### src/rtl/descr_pkg.sv
package descr_pkg;
  parameter int SYM_W  = 8;
  parameter int LFSR_W = 16;

  typedef logic [SYM_W-1:0]  sym_t;
  typedef logic [LFSR_W-1:0] lfsr_t;

  // one Galois shift: msb leaves, taps folded back when it was set
  function automatic lfsr_t lfsr_step(input lfsr_t s, input lfsr_t taps);
    return {s[LFSR_W-2:0], 1'b0} ^ (s[LFSR_W-1] ? taps : '0);
  endfunction

  // mask byte for one symbol, lsb produced first
  function automatic sym_t lfsr_mask(input lfsr_t s, input lfsr_t taps);
    sym_t  m;
    lfsr_t t;
    t = s;
    for (int i = 0; i < SYM_W; i++) begin
      m[i] = t[LFSR_W-1];
      t    = lfsr_step(t, taps);
    end
    return m;
  endfunction

  // register state after one full symbol of shifts
  function automatic lfsr_t lfsr_advance(input lfsr_t s, input lfsr_t taps);
    lfsr_t t;
    t = s;
    for (int i = 0; i < SYM_W; i++) t = lfsr_step(t, taps);
    return t;
  endfunction
endpackage

### src/rtl/descr_lfsr.sv
module descr_lfsr
  import descr_pkg::*;
#(
  parameter lfsr_t TAPS = 16'h0039,
  parameter lfsr_t SEED = 16'hFFFF
) (
  input  logic  clk,
  input  logic  rst_n,
  input  logic  adv,
  input  logic  reload,
  output lfsr_t state_q,
  output sym_t  mask
);
  always_ff @(posedge clk) begin
    if (!rst_n)      state_q <= SEED;
    else if (reload) state_q <= SEED;
    else if (adv)    state_q <= lfsr_advance(state_q, TAPS);
  end

  assign mask = lfsr_mask(state_q, TAPS);

  a_r4_reload_seed: assert property (@(posedge clk) disable iff (!rst_n)
    reload |=> state_q == SEED);
  a_r6_hold_idle: assert property (@(posedge clk) disable iff (!rst_n)
    (!adv && !reload) |=> $stable(state_q));
  a_r5_moves_on_adv: assert property (@(posedge clk) disable iff (!rst_n)
    (adv && !reload) |=> state_q != $past(state_q));
endmodule

### src/rtl/descr_xor.sv
module descr_xor
  import descr_pkg::*;
(
  input  sym_t sym,
  input  logic is_k,
  input  logic en,
  input  sym_t mask,
  output sym_t result
);
  logic apply;
  assign apply = en && !is_k;

  for (genvar b = 0; b < SYM_W; b++) begin : g_bit
    assign result[b] = sym[b] ^ (apply & mask[b]);
  end
endmodule

### src/rtl/sym_descrambler.sv
module sym_descrambler
  import descr_pkg::*;
#(
  parameter lfsr_t TAPS  = 16'h0039,
  parameter lfsr_t SEED  = 16'hFFFF,
  parameter sym_t  COMMA = 8'hBC
) (
  input  logic             clk,
  input  logic             rst_n,
  input  logic [SYM_W-1:0] in_sym,
  input  logic             in_k,
  input  logic             in_valid,
  input  logic             descr_en,
  output logic [SYM_W-1:0] out_sym,
  output logic             out_k,
  output logic             out_valid
);
  logic  comma_hit;
  logic  lfsr_adv;
  lfsr_t lfsr_q;
  sym_t  cur_mask;
  sym_t  xor_out;

  assign comma_hit = in_valid && in_k && (in_sym == COMMA);
  assign lfsr_adv  = in_valid && !comma_hit;

  descr_lfsr #(.TAPS(TAPS), .SEED(SEED)) lfsr_i (
    .clk(clk), .rst_n(rst_n), .adv(lfsr_adv), .reload(comma_hit),
    .state_q(lfsr_q), .mask(cur_mask)
  );

  descr_xor xor_i (
    .sym(in_sym), .is_k(in_k), .en(descr_en), .mask(cur_mask), .result(xor_out)
  );

  always_ff @(posedge clk) begin
    if (!rst_n) begin
      out_sym   <= '0;
      out_k     <= 1'b0;
      out_valid <= 1'b0;
    end else begin
      out_valid <= in_valid;
      if (in_valid) begin
        out_sym <= xor_out;
        out_k   <= in_k;
      end
    end
  end

  a_r3_k_unchanged: assert property (@(posedge clk) disable iff (!rst_n)
    (in_valid && in_k) |=> (out_k && out_sym == $past(in_sym)));
  a_r7_bypass_clear: assert property (@(posedge clk) disable iff (!rst_n)
    (in_valid && !descr_en) |=> out_sym == $past(in_sym));
  a_r8_valid_follows: assert property (@(posedge clk) disable iff (!rst_n)
    in_valid |=> out_valid);
  a_r6_idle_no_valid: assert property (@(posedge clk) disable iff (!rst_n)
    !in_valid |=> !out_valid);
  a_r8_data_flag: assert property (@(posedge clk) disable iff (!rst_n)
    (in_valid && !in_k) |=> !out_k);
endmodule

### config.mk
export PLATFORM = sky130hd
export DESIGN_NAME = sym_descrambler
export DESIGN_NICKNAME = d
export VERILOG_FILES = /design/src/rtl/descr_pkg.sv /design/src/rtl/descr_lfsr.sv /design/src/rtl/descr_xor.sv /design/src/rtl/sym_descrambler.sv
export SDC_FILE = /design/constraint.sdc
export NUM_CORES = 1
export LEC_CHECK = 0
export ABC_AREA = 1
export ABC_CLOCK_PERIOD_IN_PS = 1300
export BUFFER_PORTS_ARGS = -buffer_cell sky130_fd_sc_hd__buf_2
export CORE_ASPECT_RATIO = 0.9
export CORE_MARGIN = 4
export CORE_UTILIZATION = 45
export CTS_CLUSTER_SIZE = 20
export DETAILED_ROUTE_END_ITERATION = 8
export MAX_ROUTING_LAYER = met4
export PLACE_DENSITY = 0.69
export SLEW_MARGIN = 40
export SYNTH_ARGS = -nofsm -noshare
export SYNTH_HDL_FRONTEND = slang
export SYNTH_SLANG_ARGS = --single-unit
### constraint.sdc
create_clock -name clk -period 1.3 [get_ports clk]
set_input_delay 0.26 -clock clk [delete_from_list [all_inputs] [get_ports clk]]
set_output_delay 0.26 -clock clk [all_outputs]
set_load 0.01 [all_outputs]
# Word-level counts from Yosys, hierarchy flattened
# Cells that the tools add are included.
# op_classes
n_eq_ne	1
n_mux	8
n_bitwise	25
reduce_logical	7
# op_table
op	count
16-bit bitwise XOR	8
6-bit 2-to-1 mux	8
1-bit AND	8
8-bit == test (second input constant)	1
1-bit bitwise XOR	8
1-bit logical AND	4
1-bit zero test	2
2-bit OR reduction	1
1-bit inverter	1
# totals
register_bits	26
input_bits	13
out_inout_bits	10
elab_cells	45

# Longest topological paths before layout
# depth
word_depth	16
mapped_depth	9
mapped_depth_nobuf	8

# Modules after synthesis
# From an unflattened synthesis, not the netlist that was laid out.
# unflattened
hier_cells	272
hier_area_um2	1684.1
# modules_own_cells
mod	n_inst	cells_per_inst	area_per_inst_um2	seq_area_each_um2
descr_lfsr	1	177	1048.5	320.3
sym_descrambler	1	51	396.6	200.2
descr_xor	1	44	239.0	0.0

# Worst setup path after synthesis
# OpenSTA, ideal clock, no wires.
# synth_timing
path_kind	input port to flip-flop
start	input port in_sym[6]
end	register lfsr_i.state_q[0]
setup_ps	130
arrival_ps	867
required_ps	1170
slack_ps	303
cell_stages	7
path_buffers	1
path_cell_list	inv_1 > nand2_1 > nor2_2 > nand3_4 > buf_6 > nand3_1 > nand3_1
# synth_between
elab_chain_len	4
word_cells_on_any_way	5
cone_classes	1 x eq/ne; 4 x reduce/logical
# synth_lines
element	line	source
start: declaration	sym_descrambler.sv:10	input logic [SYM_W-1:0] in_sym,
8-bit == test (*)	sym_descrambler.sv:24	assign comma_hit = in_valid && in_k && (in_sym == COMMA);
1-bit logical AND (*)	sym_descrambler.sv:24	
1-bit zero test	sym_descrambler.sv:25	assign lfsr_adv = in_valid && !comma_hit;
1-bit logical AND	sym_descrambler.sv:25	
end signal: assignment	descr_lfsr.sv:17	else if (adv) state_q <= lfsr_advance(state_q, TAPS);
end: declaration	descr_lfsr.sv:11	output lfsr_t state_q,
# Mark *: on every way between the ends. The rest lies on a longest branch, timed or not.
# A chain may end at the register's enable or synchronous reset.

# Final worst setup path
# layout_timing
start	register lfsr_i.state_q[14]
end	register lfsr_i.state_q[10]
# layout_between
elab_chain_len	9
# layout_lines
element	line	source
16-bit bitwise XOR	descr_pkg.sv:10	return {s[LFSR_W-2:0], 1'b0} ^ (s[LFSR_W-1] ? taps : '0);
6-bit 2-to-1 mux	descr_pkg.sv:10	
16-bit bitwise XOR (7 in series)	descr_pkg.sv:10	
# No other way between the ends.

==> reports/qor.tcl <==
set qor(run_status) {completed}
set qor(hold_path_end) {out_k}
set qor(synthDominantAreaCellType) {sky130_fd_sc_hd__dfxtp_1}
set qor(start_kind) {flip-flop}
set qor(dr.first_iter.drc_count) 148
set qor(tritoncts) {done}
set qor(route.detailed.vias_per_inst) 4.975
set qor(synth_edf_count) 0
set qor(post-synth-top-area-fraction_pct) 33.85
set qor(reg2regPathDepth) 7
set qor(clkLatencyLatePin_ns) 0.27
set qor(largest_net_degree_at_the_start_of_global_routing) 24
set qor(drt.antenna.violating_nets) 0
set qor(async_set_or_reset_flop_fraction_in_the_synthesized_netlist_pct) 0
set qor(min_period_ns) 1.212
set qor(critical_path.max_fanout) 8
set qor(syn_area_per_cell_um2) 6.151
set qor(grt.total_usage_pct) 18.44
set qor(worstPathRequired_ns) 1.48
set qor(fp.dieW_um) 69.62
set qor(worstReg2RegStart) {lfsr_i.state_q[14]}
set qor(gp_congestion) 0.9082
set qor(post-dp-hpwl_um) 2904
set qor(yosys.cell_count.top_type) {sky130_fd_sc_hd__nand2_1}
set qor(holdCritStartpoint) {in_k}
set qor(synth.yosys.seq_area_share_pct) 33.85
set qor(cts_buffer_count) 3
set qor(grt_setup_unrepaired) {no}
set qor(worst_clock_skew_ns) 0.003550
set qor(critPathArrivalTime_ns) 1.39
set qor(synth.cell_area_um2) 1538
set qor(dominantRegCellSynth) {sky130_fd_sc_hd__dfxtp_1}
set qor(transition_time_of_the_tightest_slew_check_pin_ns) 0.3319
set qor(regToRegSetupSlack_ns) 0.09
set qor(routed_wire_length_per_instance_um) 12.06
set qor(part_of_the_cycle_the_worst_path_needs_pct) 93.25
set qor(postCtsSetupRepairBufs) 0
set qor(holdCritPathClass) {in -> reg}
set qor(row_count) 19
set qor(postSynthRegisterBits) 26
set qor(layout.core_utilization_pct) 55.80
set qor(dr_total_vias) 1572
set qor(yosys-top-cells-count) {sky130_fd_sc_hd__nand2_1 (78), sky130_fd_sc_hd__nand3_1 (36), sky130_fd_sc_hd__inv_1 (32)}
set qor(syn_nets) 263
set qor(totalNegativeSetupSlack_ns) 0
set qor(finalMaxSlewViolations) 0
set qor(globalRouteOverflowTotal) 0
set qor(floorplan.io_pins) 23
set qor(drt_wl_total_um) 3810
set qor(place.detailed.instances) 312
set qor(numClockSinks) 26
set qor(worst_hold_path.num_cells) 3
set qor(synth_warnings) 0
set qor(vdd_ir_drop_max_mv) 0.8915
set qor(layout.cells.non_filler) 316
set qor(initial_cell_density_of_the_core_pct) 48.63
set qor(cts.clk_slew.worst_paths_ns) 0.09
set qor(post_synth_main_area_contributors) {sky130_fd_sc_hd__dfxtp_1 (34%), sky130_fd_sc_hd__nand2_1 (19%), sky130_fd_sc_hd__nand3_1 (12%)}
set qor(cts-root-to-sink-buffers) 2
set qor(worstSetupEndpointType) {flip-flop}
set qor(coreArea_um2) 3162
set qor(cts_root_buf) {sky130_fd_sc_hd__clkbuf_8}
set qor(final-setup-viol-count) 0
set qor(final_layout_size_suffix_gt1_share_pct) 17.15
set qor(antennaDiodeCount) 0
set qor(pwr_cell_area_nw_per_um2) 1101
set qor(syn_to_final_growth_pct) 14.73
set qor(place.port_buffers) 22
set qor(synth.distinct_cells) 20
set qor(vias_in_the_first_global_route) 1336
set qor(synth_cells) 250
set qor(max_freq_ghz) 0.8249
set qor(drv_cap) 0
set qor(nFillCells) 320
set qor(die_height_um) 63.46
set qor(die_area_um2) 4418
set qor(worstReg2RegEnd) {lfsr_i.state_q[10]}
set qor(antenna_found_initial) 0
set qor(drcViolationCount) 0
set qor(critical_path.startpoint) {lfsr_i.state_q[14]}
set qor(ff_latch_area_um2) 523.0
set qor(h-tree-depth) 1
set qor(static_leak_uw) 0.001001
set qor(timing_worst_setup_path_type) {reg -> reg}
set qor(timing_hold_violations_final) 0
set qor(multi_input_area_um2) 820.8
set qor(first_pass_grt_wire_length_um) 6534
set qor(final_nets) 288
set qor(dr.pass1.iters) 4
set qor(timing.slew.headroom_pct) 77.84
[final cells by class]
type	count	area share [%]
Clock buffer	4	3.121
Inverter	34	7.234
Multi-Input combinational cell	178	46.52
Sequential cell	26	29.65
Tap cell	42	2.979
Timing Repair Buffer	32	10.50
[sequential cells by signal, summed over array words and instances, names as in the netlist]
| signal | flops |
|---|---|
| out_valid | 1 |
| out_k | 1 |
| out_sym | 8 |
| lfsr_i.state_q | 16 |
[metal layers]
metal | global-route usage, % | vias up | wire, um
li1 | - | 828 | -
met1 | 28.19 | 697 | 1981
met2 | 25.83 | 43 | 1534
met3 | 3.339 | 4 | 259
met4 | 2.153 | 0 | 35
met5 | - | - | 0
[worst max-delay path: stages, from the launching register on]
cell and delay (ns):
sky130_fd_sc_hd__dfxtp_1 0.52, sky130_fd_sc_hd__inv_1 0.16, sky130_fd_sc_hd__nand2_1 0.08, sky130_fd_sc_hd__nand2_1 0.07, sky130_fd_sc_hd__nand2_1 0.07, sky130_fd_sc_hd__nand2_1 0.08
sky130_fd_sc_hd__nand3_1 0.09, sky130_fd_sc_hd__nand2_1 0.05
[power breakdown]
| group | total, uW | internal [uW] | switching (uW) | leakage, uW |
|---|---|---|---|---|
| combinational | 490 | 189 | 301 | 0.000756 |
| clock | 529 | 271 | 258 | 0.0000288 |
| sequential | 923 | 865 | 58.1 | 0.000216 |
| total | 1940 | 1320 | 617 | 0.00100 |
[kinds of logic after synthesis]
kind of cell | count (synthesis) | share of synthesized area [%]
and+or+nand+nor | 148 | 41.74
buffers and inverters | 46 | 12.77
DFF | 26 | 33.85
xor gates and xnor gates | 5 | 2.848
AOI/OAI and AO/OA | 25 | 8.788
[what timing repair did]
| action | in CTS | in global routing |
|---|---|---|
| hold buffers | 0 | 0 |
| resized for setup | 0 | 2 |
| setup endpoints to repair | 0 | 3 |
[per-stage QoR]
step                setup slack (ns)  hold slack [ns]  power [uW]  cell area, um^2
floorplan                     0.3028           0.4086        1266             1538
global placement             0.09093           0.4507        1419             1707
detailed placement           0.08612           0.4564        1424             1707
CTS                           0.1143           0.2649        1953             1762
global route                0.004530           0.2837        2059             1764
finish                       0.08780           0.2681        1942             1764
[cell usage in the layout, fill, tap and decap left out, types with 3 or more instances in the layout]
cell,n
sky130_fd_sc_hd__xor2_1,3
sky130_fd_sc_hd__inv_1,32
sky130_fd_sc_hd__o21ai_0,16
sky130_fd_sc_hd__buf_4,10
sky130_fd_sc_hd__nand3_1,36
sky130_fd_sc_hd__clkbuf_8,4
sky130_fd_sc_hd__buf_2,22
sky130_fd_sc_hd__dfxtp_1,24
sky130_fd_sc_hd__a31oi_1,8
sky130_fd_sc_hd__nand2_1,78
sky130_fd_sc_hd__nor2_2,3
sky130_fd_sc_hd__nor2_1,25
[how the worst max path moves through the flow]
stage               cells after the start  slack, ns            endpoint
floorplan                               7       0.30   lfsr_i.state_q[0]
global placement                        8       0.09   lfsr_i.state_q[6]
detailed placement                      8       0.09   lfsr_i.state_q[6]
CTS                                     7       0.11  lfsr_i.state_q[10]
global route                            7      0.005  lfsr_i.state_q[10]
finish                                  7       0.09  lfsr_i.state_q[10]
(Power assumes the default switching activity.)
